--- config.mk ---
export PLATFORM = sky130hd
export DESIGN_NAME = mjac_point_seq
export DESIGN_NICKNAME = d
export VERILOG_FILES = /design/src/rtl/mjac_pkg.sv /design/src/rtl/mjac_addsub.sv /design/src/rtl/mjac_mul.sv /design/src/rtl/mjac_ucode.sv /design/src/rtl/mjac_point_seq.sv
export SDC_FILE = /design/constraint.sdc
export NUM_CORES = 2
export LEC_CHECK = 0
export BUFFER_PORTS_ARGS = -buffer_cell sky130_fd_sc_hd__buf_2
export CAP_MARGIN = 20
export CORE_MARGIN = 2
export CORE_UTILIZATION = 39
export DETAILED_ROUTE_END_ITERATION = 16
export PLACE_DENSITY_LB_ADDON = 0.1
export SYNTH_ARGS = -nofsm -noshare
export SYNTH_HDL_FRONTEND = slang
export SYNTH_SLANG_ARGS = --single-unit
--- constraint.sdc ---
create_clock -name clk -period 16.7 [get_ports clk]
set_input_delay 2.505 -clock clk [delete_from_list [all_inputs] [get_ports clk]]
set_output_delay 2.505 -clock clk [all_outputs]
set_load 0.02 [all_outputs]
--- src/rtl/mjac_pkg.sv ---
package mjac_pkg;

    localparam int STEPS = 14;
    localparam int NREG  = 10;
    localparam int NIN   = 7;
    localparam int NSRC  = 32;

    typedef logic [4:0] code_t;

    // register file entries
    localparam code_t C_T1 = 5'd0;
    localparam code_t C_T2 = 5'd1;
    localparam code_t C_T3 = 5'd2;
    localparam code_t C_T4 = 5'd3;
    localparam code_t C_T5 = 5'd4;
    localparam code_t C_T6 = 5'd5;
    localparam code_t C_X3 = 5'd6;
    localparam code_t C_Y3 = 5'd7;
    localparam code_t C_Z3 = 5'd8;
    localparam code_t C_V3 = 5'd9;
    // captured inputs (read only)
    localparam code_t C_QX = 5'd10;
    localparam code_t C_QY = 5'd11;
    localparam code_t C_QZ = 5'd12;
    localparam code_t C_QV = 5'd13;
    localparam code_t C_PX = 5'd14;
    localparam code_t C_PY = 5'd15;
    localparam code_t C_CA = 5'd16;

    typedef struct packed {
        logic  mul_en;
        code_t ma;
        code_t mb;
        code_t md;
        logic  add_en;
        logic  sub;
        code_t aa;
        code_t ab;
        code_t ad;
    } uop_t;

    typedef enum logic [1:0] {
        ST_IDLE,
        ST_ISSUE,
        ST_MULWAIT
    } st_t;

endpackage

--- src/rtl/mjac_addsub.sv ---
module mjac_addsub #(
    parameter int               WIDTH   = 16,
    parameter logic [WIDTH-1:0] MODULUS = 16'hFFF1
) (
    input  logic [WIDTH-1:0] a,
    input  logic [WIDTH-1:0] b,
    input  logic             sub,
    output logic [WIDTH-1:0] y
);
    localparam logic [WIDTH:0] PW = {1'b0, MODULUS};

    logic [WIDTH:0] sum_w;
    logic [WIDTH:0] dif_w;

    always_comb begin
        sum_w = {1'b0, a} + {1'b0, b};
        dif_w = {1'b0, a} - {1'b0, b};
        if (sub) begin
            if (dif_w[WIDTH]) y = dif_w[WIDTH-1:0] + MODULUS;
            else              y = dif_w[WIDTH-1:0];
        end else begin
            if (sum_w >= PW)  y = sum_w[WIDTH-1:0] - MODULUS;
            else              y = sum_w[WIDTH-1:0];
        end
    end
endmodule

--- src/rtl/mjac_mul.sv ---
module mjac_mul #(
    parameter int               WIDTH   = 16,
    parameter logic [WIDTH-1:0] MODULUS = 16'hFFF1
) (
    input  logic             clk,
    input  logic             rst_n,
    input  logic             start,
    input  logic [WIDTH-1:0] a,
    input  logic [WIDTH-1:0] b,
    output logic             done,
    output logic [WIDTH-1:0] res
);
    localparam int CW = $clog2(WIDTH + 1);

    logic [WIDTH-1:0] acc;
    logic [WIDTH-1:0] areg;
    logic [WIDTH-1:0] breg;
    logic [CW-1:0]    cnt;
    logic             done_r;
    logic [WIDTH-1:0] dbl;
    logic [WIDTH-1:0] nxt;
    logic [WIDTH-1:0] addend;

    assign addend = areg[WIDTH-1] ? breg : '0;

    mjac_addsub #(.WIDTH(WIDTH), .MODULUS(MODULUS)) u_dbl (
        .a(acc), .b(acc), .sub(1'b0), .y(dbl)
    );

    mjac_addsub #(.WIDTH(WIDTH), .MODULUS(MODULUS)) u_acc (
        .a(dbl), .b(addend), .sub(1'b0), .y(nxt)
    );

    always_ff @(posedge clk or negedge rst_n) begin
        if (!rst_n) begin
            acc    <= '0;
            areg   <= '0;
            breg   <= '0;
            cnt    <= '0;
            done_r <= 1'b0;
        end else if (start) begin
            acc    <= '0;
            areg   <= a;
            breg   <= b;
            cnt    <= CW'(WIDTH);
            done_r <= 1'b0;
        end else if (cnt != '0) begin
            acc    <= nxt;
            areg   <= {areg[WIDTH-2:0], 1'b0};
            cnt    <= cnt - CW'(1);
            done_r <= (cnt == CW'(1));
        end else begin
            done_r <= 1'b0;
        end
    end

    assign done = done_r;
    assign res  = acc;
endmodule

--- src/rtl/mjac_ucode.sv ---
module mjac_ucode
    import mjac_pkg::*;
(
    input  logic       op,
    input  logic [3:0] idx,
    output uop_t       uop
);
    function automatic uop_t u(input logic me, input code_t ma, input code_t mb,
                               input code_t md, input logic ae, input logic sb,
                               input code_t aa, input code_t ab, input code_t ad);
        uop_t r;
        r.mul_en = me; r.ma = ma; r.mb = mb; r.md = md;
        r.add_en = ae; r.sub = sb; r.aa = aa; r.ab = ab; r.ad = ad;
        return r;
    endfunction

    always_comb begin
        uop = '0;
        if (op) begin
            unique case (idx)
                4'd0:  uop = u(1, C_QZ, C_QZ, C_T1, 0, 0, C_T1, C_T1, C_T1);
                4'd1:  uop = u(1, C_PX, C_T1, C_T2, 0, 0, C_T1, C_T1, C_T1);
                4'd2:  uop = u(1, C_T1, C_QZ, C_T1, 1, 1, C_QX, C_T2, C_T3);
                4'd3:  uop = u(1, C_PY, C_T1, C_T1, 0, 0, C_T1, C_T1, C_T1);
                4'd4:  uop = u(1, C_T3, C_T3, C_T4, 1, 1, C_QY, C_T1, C_T5);
                4'd5:  uop = u(1, C_T2, C_T4, C_T2, 0, 0, C_T1, C_T1, C_T1);
                4'd6:  uop = u(1, C_T4, C_T3, C_T4, 1, 0, C_T2, C_T2, C_T6);
                4'd7:  uop = u(1, C_QZ, C_T3, C_Z3, 1, 0, C_T4, C_T6, C_T6);
                4'd8:  uop = u(1, C_T5, C_T5, C_T3, 0, 0, C_T1, C_T1, C_T1);
                4'd9:  uop = u(1, C_T1, C_T4, C_T1, 1, 1, C_T3, C_T6, C_X3);
                4'd10: uop = u(1, C_Z3, C_Z3, C_V3, 1, 1, C_T2, C_X3, C_T2);
                4'd11: uop = u(1, C_T5, C_T2, C_T3, 0, 0, C_T1, C_T1, C_T1);
                4'd12: uop = u(1, C_V3, C_V3, C_V3, 1, 1, C_T3, C_T1, C_Y3);
                4'd13: uop = u(1, C_CA, C_V3, C_V3, 0, 0, C_T1, C_T1, C_T1);
                default: uop = '0;
            endcase
        end else begin
            unique case (idx)
                4'd0:  uop = u(1, C_QY, C_QY, C_T1, 1, 0, C_QX, C_QX, C_T2);
                4'd1:  uop = u(1, C_T1, C_T1, C_T3, 1, 0, C_T2, C_T2, C_T2);
                4'd2:  uop = u(1, C_T2, C_T1, C_T1, 1, 0, C_T3, C_T3, C_T3);
                4'd3:  uop = u(1, C_QX, C_QX, C_T2, 1, 0, C_T3, C_T3, C_T3);
                4'd4:  uop = u(1, C_QY, C_QZ, C_T4, 1, 0, C_T3, C_T3, C_T3);
                4'd5:  uop = u(1, C_T3, C_QV, C_T5, 1, 0, C_T2, C_T2, C_T6);
                4'd6:  uop = u(0, C_T1, C_T1, C_T1, 1, 0, C_T6, C_T2, C_T2);
                4'd7:  uop = u(0, C_T1, C_T1, C_T1, 1, 0, C_T2, C_QV, C_T2);
                4'd8:  uop = u(1, C_T2, C_T2, C_T6, 1, 0, C_T4, C_T4, C_Z3);
                4'd9:  uop = u(0, C_T1, C_T1, C_T1, 1, 0, C_T1, C_T1, C_T4);
                4'd10: uop = u(0, C_T1, C_T1, C_T1, 1, 1, C_T6, C_T4, C_X3);
                4'd11: uop = u(0, C_T1, C_T1, C_T1, 1, 1, C_T1, C_X3, C_T1);
                4'd12: uop = u(1, C_T2, C_T1, C_T2, 1, 0, C_T5, C_T5, C_V3);
                4'd13: uop = u(0, C_T1, C_T1, C_T1, 1, 1, C_T2, C_T3, C_Y3);
                default: uop = '0;
            endcase
        end
    end
endmodule

--- src/rtl/mjac_point_seq.sv ---
module mjac_point_seq
    import mjac_pkg::*;
#(
    parameter int               WIDTH   = 16,
    parameter logic [WIDTH-1:0] MODULUS = 16'hFFF1
) (
    input  logic             clk,
    input  logic             rst_n,
    input  logic             start,
    input  logic             op,
    input  logic [WIDTH-1:0] px,
    input  logic [WIDTH-1:0] py,
    input  logic [WIDTH-1:0] qx,
    input  logic [WIDTH-1:0] qy,
    input  logic [WIDTH-1:0] qz,
    input  logic [WIDTH-1:0] qv,
    input  logic [WIDTH-1:0] ca,
    output logic             done,
    output logic [WIDTH-1:0] rx,
    output logic [WIDTH-1:0] ry,
    output logic [WIDTH-1:0] rz,
    output logic [WIDTH-1:0] rv
);
    st_t              state;
    st_t              state_nx;
    logic [3:0]       idx;
    logic             op_r;
    logic             done_r;
    logic [WIDTH-1:0] rf   [NREG];
    logic [WIDTH-1:0] in_r [NIN];
    logic [WIDTH-1:0] srcv [NSRC];
    uop_t             uop;
    logic             accept;
    logic             busy;
    logic             last;
    logic             mul_start;
    logic             mul_done;
    logic [WIDTH-1:0] mul_a;
    logic [WIDTH-1:0] mul_b;
    logic [WIDTH-1:0] mul_res;
    logic [WIDTH-1:0] add_a;
    logic [WIDTH-1:0] add_b;
    logic [WIDTH-1:0] add_y;

    assign accept    = start && (state == ST_IDLE);
    assign busy      = (state != ST_IDLE);
    assign last      = (idx == 4'(STEPS - 1));
    assign mul_start = (state == ST_ISSUE) && uop.mul_en;

    // operand source bus: register file, then captured inputs
    always_comb begin
        for (int i = 0; i < NSRC; i++) srcv[i] = '0;
        for (int i = 0; i < NREG; i++) srcv[i] = rf[i];
        for (int i = 0; i < NIN; i++)  srcv[NREG + i] = in_r[i];
    end

    assign mul_a = srcv[uop.ma];
    assign mul_b = srcv[uop.mb];
    assign add_a = srcv[uop.aa];
    assign add_b = srcv[uop.ab];

    mjac_ucode u_rom (
        .op  (op_r),
        .idx (idx),
        .uop (uop)
    );

    mjac_addsub #(.WIDTH(WIDTH), .MODULUS(MODULUS)) u_lane (
        .a   (add_a),
        .b   (add_b),
        .sub (uop.sub),
        .y   (add_y)
    );

    mjac_mul #(.WIDTH(WIDTH), .MODULUS(MODULUS)) u_mul (
        .clk   (clk),
        .rst_n (rst_n),
        .start (mul_start),
        .a     (mul_a),
        .b     (mul_b),
        .done  (mul_done),
        .res   (mul_res)
    );

    // state register
    always_ff @(posedge clk or negedge rst_n) begin
        if (!rst_n) state <= ST_IDLE;
        else        state <= state_nx;
    end

    // next state
    always_comb begin
        state_nx = state;
        unique case (state)
            ST_IDLE: begin
                if (accept) state_nx = ST_ISSUE;
            end
            ST_ISSUE: begin
                if (uop.mul_en) state_nx = ST_MULWAIT;
                else if (last)  state_nx = ST_IDLE;
                else            state_nx = ST_ISSUE;
            end
            ST_MULWAIT: begin
                if (mul_done) state_nx = last ? ST_IDLE : ST_ISSUE;
            end
            default: state_nx = ST_IDLE;
        endcase
    end

    // datapath, register file and outputs
    always_ff @(posedge clk or negedge rst_n) begin
        if (!rst_n) begin
            idx    <= '0;
            op_r   <= 1'b0;
            done_r <= 1'b0;
            for (int i = 0; i < NREG; i++) rf[i]   <= '0;
            for (int i = 0; i < NIN; i++)  in_r[i] <= '0;
        end else begin
            unique case (state)
                ST_IDLE: begin
                    if (accept) begin
                        idx     <= '0;
                        op_r    <= op;
                        done_r  <= 1'b0;
                        in_r[0] <= qx;
                        in_r[1] <= qy;
                        in_r[2] <= qz;
                        in_r[3] <= qv;
                        in_r[4] <= px;
                        in_r[5] <= py;
                        in_r[6] <= ca;
                    end
                end
                ST_ISSUE: begin
                    if (!uop.mul_en) begin
                        if (uop.add_en && (uop.ad < code_t'(NREG))) rf[uop.ad] <= add_y;
                        idx <= idx + 4'd1;
                        if (last) done_r <= 1'b1;
                    end
                end
                ST_MULWAIT: begin
                    if (mul_done) begin
                        if (uop.md < code_t'(NREG)) rf[uop.md] <= mul_res;
                        if (uop.add_en && (uop.ad < code_t'(NREG))) rf[uop.ad] <= add_y;
                        idx <= idx + 4'd1;
                        if (last) done_r <= 1'b1;
                    end
                end
                default: ;
            endcase
        end
    end

    assign done = done_r;
    assign rx   = rf[C_X3];
    assign ry   = rf[C_Y3];
    assign rz   = rf[C_Z3];
    assign rv   = rf[C_V3];
endmodule

==> results.rst <==
.. list-table::
   :header-rows: 1

   * - Metric
     - Value
   * - Clock tree root buffer cell
     - clkbuf_16
   * - Crit path max fanout
     - 31
   * - Post-synthesis share of cell area spent on and, or, nand and nor gates
     - 16.36%
   * - Number of library cell types mapped by synthesis
     - 105
   * - Quantity of I/O buffers inserted on ports
     - 180
   * - Min Clock Period, post-route
     - 9.835 ns
   * - Total nets after synthesis
     - 3356
   * - Critical path type
     - register to register
   * - Headroom to the max-slew limit
     - 18.20%
   * - Sum of negative setup slack
     - 0 ns
   * - Largest area contributor in the synthesized netlist
     - dfrtp_1
   * - CP cell instances
     - inv_1 > ha_1 > mux2_2 > o21ai_1 > o22ai_4 > buf_4 > mux4_2 > mux2i_1 > o21ai_0 > ha_1 > clkinv_1 > a21oi_1 > nand2_1 > a211oi_1 > o21ai_0 > a31oi_1 > o211ai_1 > and4bb_2 > nand3_1 > xor2_1 > o21bai_1 > o21ai_0
   * - CTS Hold Bufs
     - 0
   * - Most used flip-flop cell after synthesis
     - dfrtp_1
   * - Overall routed net length
     - 137300 um
   * - Share of final-layout standard cells stronger than drive strength 1
     - 22.67%
   * - Post-CTS setup buffers
     - 0
   * - Synthesized-area fraction occupied by ao, oa, aoi and oai cells
     - 20.24%
   * - Sequential area share after synthesis
     - 29.09%
   * - Die width
     - 275.4 um
   * - Arrival time at the worst endpoint
     - 10.33 ns
   * - TritonCTS clock tree
     - yes
   * - Post-synth EDFFs
     - 0
   * - DRC violations left
     - 0
   * - Bufs and invs on worst path
     - 3
   * - Critical Path Sink Type
     - register
   * - Period utilisation layout
     - 58.89%
   * - Placed cell count
     - 4085
   * - WHS Path Cells
     - 2
   * - Synth warnings
     - 0
   * - Dominant combinational cell family by area after synthesis
     - multiplexers
   * - Post-route worst setup slack
     - 6.865 ns
   * - First-pass GRT wire length
     - 194200 um
   * - Cell repeated most along the worst path
     - o21ai_0
   * - Met2 demand-to-capacity share in global routing
     - 54.85%
   * - Crit path launch
     - idx[1]$_DFFE_PN0P_
   * - Effective utilization at floorplan
     - 39.39%
   * - Transition time at the pin with the least slew margin
     - 1.219 ns
   * - Cts bufs inserted
     - 43
   * - Finished Layout Cells
     - 4175
   * - Fraction of synthesized area in multiplexers
     - 23.37%
   * - Startpoint class of the critical path
     - register
   * - Clock sink count
     - 334
   * - Placer's final routability congestion estimate
     - 0.9968
   * - Final net count
     - 3367
   * - Count of mapped cells out of synthesis
     - 3169
   * - Vias per Instance
     - 6.768
   * - Clock edge transition at the registers on the reported setup and hold paths
     - 0.06 ns
   * - Final standard cell utilization of the core
     - 43.54%
   * - Die Outline Area
     - 75870 um^2
   * - Post-Place Setup Slack
     - 7.009 ns
   * - Critical R2R Launch
     - idx[1]$_DFFE_PN0P_
   * - Setup repair after global routing missed its margin
     - no
   * - Outcome
     - finished, final reports clean
   * - Min-delay worst type
     - register to register
   * - Final HPWL from detailed placement
     - 101100 um
   * - Std-Cell Core Area
     - 72960 um^2
   * - Die Ht
     - 275.4 um
   * - Number of iterations in the first detailed-routing pass
     - 8
   * - Category of cells accounting for the largest share of critical-path delay
     - compound AO/OA/AOI/OAI gates
   * - Flops & latches, synth
     - 334
   * - HP Start
     - u_mul.breg[7]$_DFFE_PN0P_
   * - Initial antenna violation count
     - 5
   * - GRT Residual Overflow
     - 0
   * - Count of pins over their slew limit
     - 0
   * - Worst Skew
     - 0.04082 ns
   * - Top cells by area, synth
     - dfrtp_1 (29%), mux4_2 (13%), nand2_1 (6.6%)
   * - Reg-to-reg setup timing slack
     - 6.86 ns
   * - Avg WL per Cell
     - 32.88 um
   * - Adder and majority cell fraction of the synthesized area
     - 3.118%
   * - DRT iter0 DRCs
     - 3413
   * - FF-to-FF path depth
     - 22
   * - Total number of cells along the worst setup path
     - 22
   * - Mean instance size in the synthesized netlist
     - 9.068 um^2
   * - Count of endpoints failing setup in the final report
     - 0
   * - Number of fill cells in the layout
     - 7152
   * - GR Util All Layers
     - 35.43%
   * - Clock latency on the worst-skew pair
     - 0.61 ns
   * - Met3 track demand over resource
     - 11.96%
   * - Maximum buffer depth of the clock tree
     - 3
   * - ANT nets after route
     - 0
   * - Fraction of post-synthesis cell area in the top cell type by area
     - 29.09%
   * - Xor-xnor portion of the synthesized cell area
     - 1.942%
   * - Vias in the first global route
     - 26520
   * - Delay of the slowest cell on the worst path
     - 0.83 ns
   * - Number of rows created at floorplan
     - 99
   * - Final hold violation count
     - 0
   * - Number of maximum-capacitance violations
     - 0
   * - Asr flop ratio synth
     - 100.0%
   * - I/O Pins
     - 181
   * - Total standard cell area after synthesis
     - 28740 um^2
   * - Required time at the endpoint of the critical path
     - 17.20 ns
   * - Highest clock rate
     - 0.1017 GHz
   * - Vias after detailed routing
     - 28258
   * - Layout Area Growth over Synthesis
     - 10.55%
   * - Largest net degree at the start of global routing
     - 89
   * - Resized Gates After CTS
     - 0
   * - GR Util met1
     - 43.36%
   * - Busiest layer in global routing
     - met2
   * - Worst-path cell with the longest stage delay
     - o22ai_4
   * - CTS H-tree lvls
     - 2
## worst paths after layout
check / end
worst min-delay path: u_mul.breg[7]$_DFFE_PN0P_
max in group asynchronous: rf[103]$_DFFE_PN0P_
min in group asynchronous: in_r[67]$_DFFE_PN0P_
worst max register to register: rx[13]$_DFFE_PN0P_
worst min register to register: u_mul.breg[7]$_DFFE_PN0P_
worst max-delay path: rx[13]$_DFFE_PN0P_
## metal layers
layer,up-vias,routed length (um)
li1,11909,-
met1,14198,50720
met2,1760,61610
met3,389,15420
met4,2,9515
met5,-,13
## metrics by stage
stage	hold slack (ns)	cell area, um^2
after CTS	0.4824	31660
final	0.4792	31770
after global routing	0.5121	31760
after detailed placement	0.4685	30130
after floorplan	0.4424	28740
after global placement	0.4624	30110
## logic make-up after synthesis
group / count (synthesis)
buf+inv: 370
flops: 334
simple gates: 1029
xor+xnor: 62
mux: 442
fa+ha+maj: 71
compound gates: 861
## tightest hold or removal path: cells and delay by family (launching register included)
kind | cells | cell delay [ns]
DFF | 1 | 0.33
AOI/OAI and AO/OA | 1 | 0.06
and+or+nand+nor | 1 | 0.04
## layout by cell type (no fill, tap or decap), types with 108 or more instances in the layout
master / instances
nand3_1: 108
dfrtp_1: 334
mux2i_1: 123
o21ai_0: 195
a21oi_1: 143
nor2_1: 151
mux2_2: 149
nand2_1: 502
buf_2: 180
mux4_2: 168
## cells in the mapped netlist (8+ instances only)
| cell | count |
|---|---|
| o21a_1 | 12 |
| and4_1 | 8 |
| a22oi_1 | 58 |
| a211oi_1 | 21 |
| nand3b_1 | 8 |
| o21ai_0 | 199 |
| buf_4 | 71 |
| xor2_1 | 17 |
| nand2b_1 | 9 |
| ha_1 | 70 |
| or3_1 | 9 |
| and3_1 | 51 |
| o31ai_1 | 22 |
| mux4_2 | 168 |
| nor2_1 | 153 |
| a21o_1 | 22 |
| buf_1 | 52 |
| o21bai_1 | 14 |
| nand3_1 | 108 |
| o211ai_1 | 14 |
| dfrtp_1 | 334 |
| a311oi_1 | 40 |
| inv_1 | 70 |
| and2_1 | 39 |
| xnor2_1 | 43 |
| mux2i_1 | 123 |
| clkbuf_1 | 163 |
| nor4_1 | 17 |
| nor3_1 | 49 |
| o22ai_1 | 45 |
| a21oi_1 | 144 |
| a31oi_1 | 78 |
| o21ai_1 | 39 |
| or2_2 | 11 |
| nand4_1 | 18 |
| o32ai_1 | 11 |
| nor2b_1 | 15 |
| mux2_2 | 150 |
| nand2_1 | 505 |
| a32oi_1 | 36 |
## area by class of cell
| cell class | count | area [um^2] | share of cell area (%) |
|---|---|---|---|
| flip-flops and latches | 334 | 8358 | 26.31 |
| repair buffers | 259 | 1540 | 4.848 |
| multi-input cells | 2465 | 18830 | 59.26 |
| clock buffers | 54 | 1177 | 3.706 |
| diodes | 4 | 10.01 | 0.03151 |
| well taps | 959 | 1200 | 3.777 |
| inverters | 77 | 302.8 | 0.9531 |
| clock inverters | 23 | 354.1 | 1.115 |
## flip-flops by register name, indices dropped and copies added (netlist names), 5 cells and up
name,count
in_r,112
rf,96
rv,16
rx,16
ry,16
rz,16
u_mul.areg,16
u_mul.breg,16
u_mul.cnt,5
u_mul.res,16
Power is left out: the tool's default activity adds up to more than one toggle a clock period on the data nets, which glitch-free logic cannot reach.
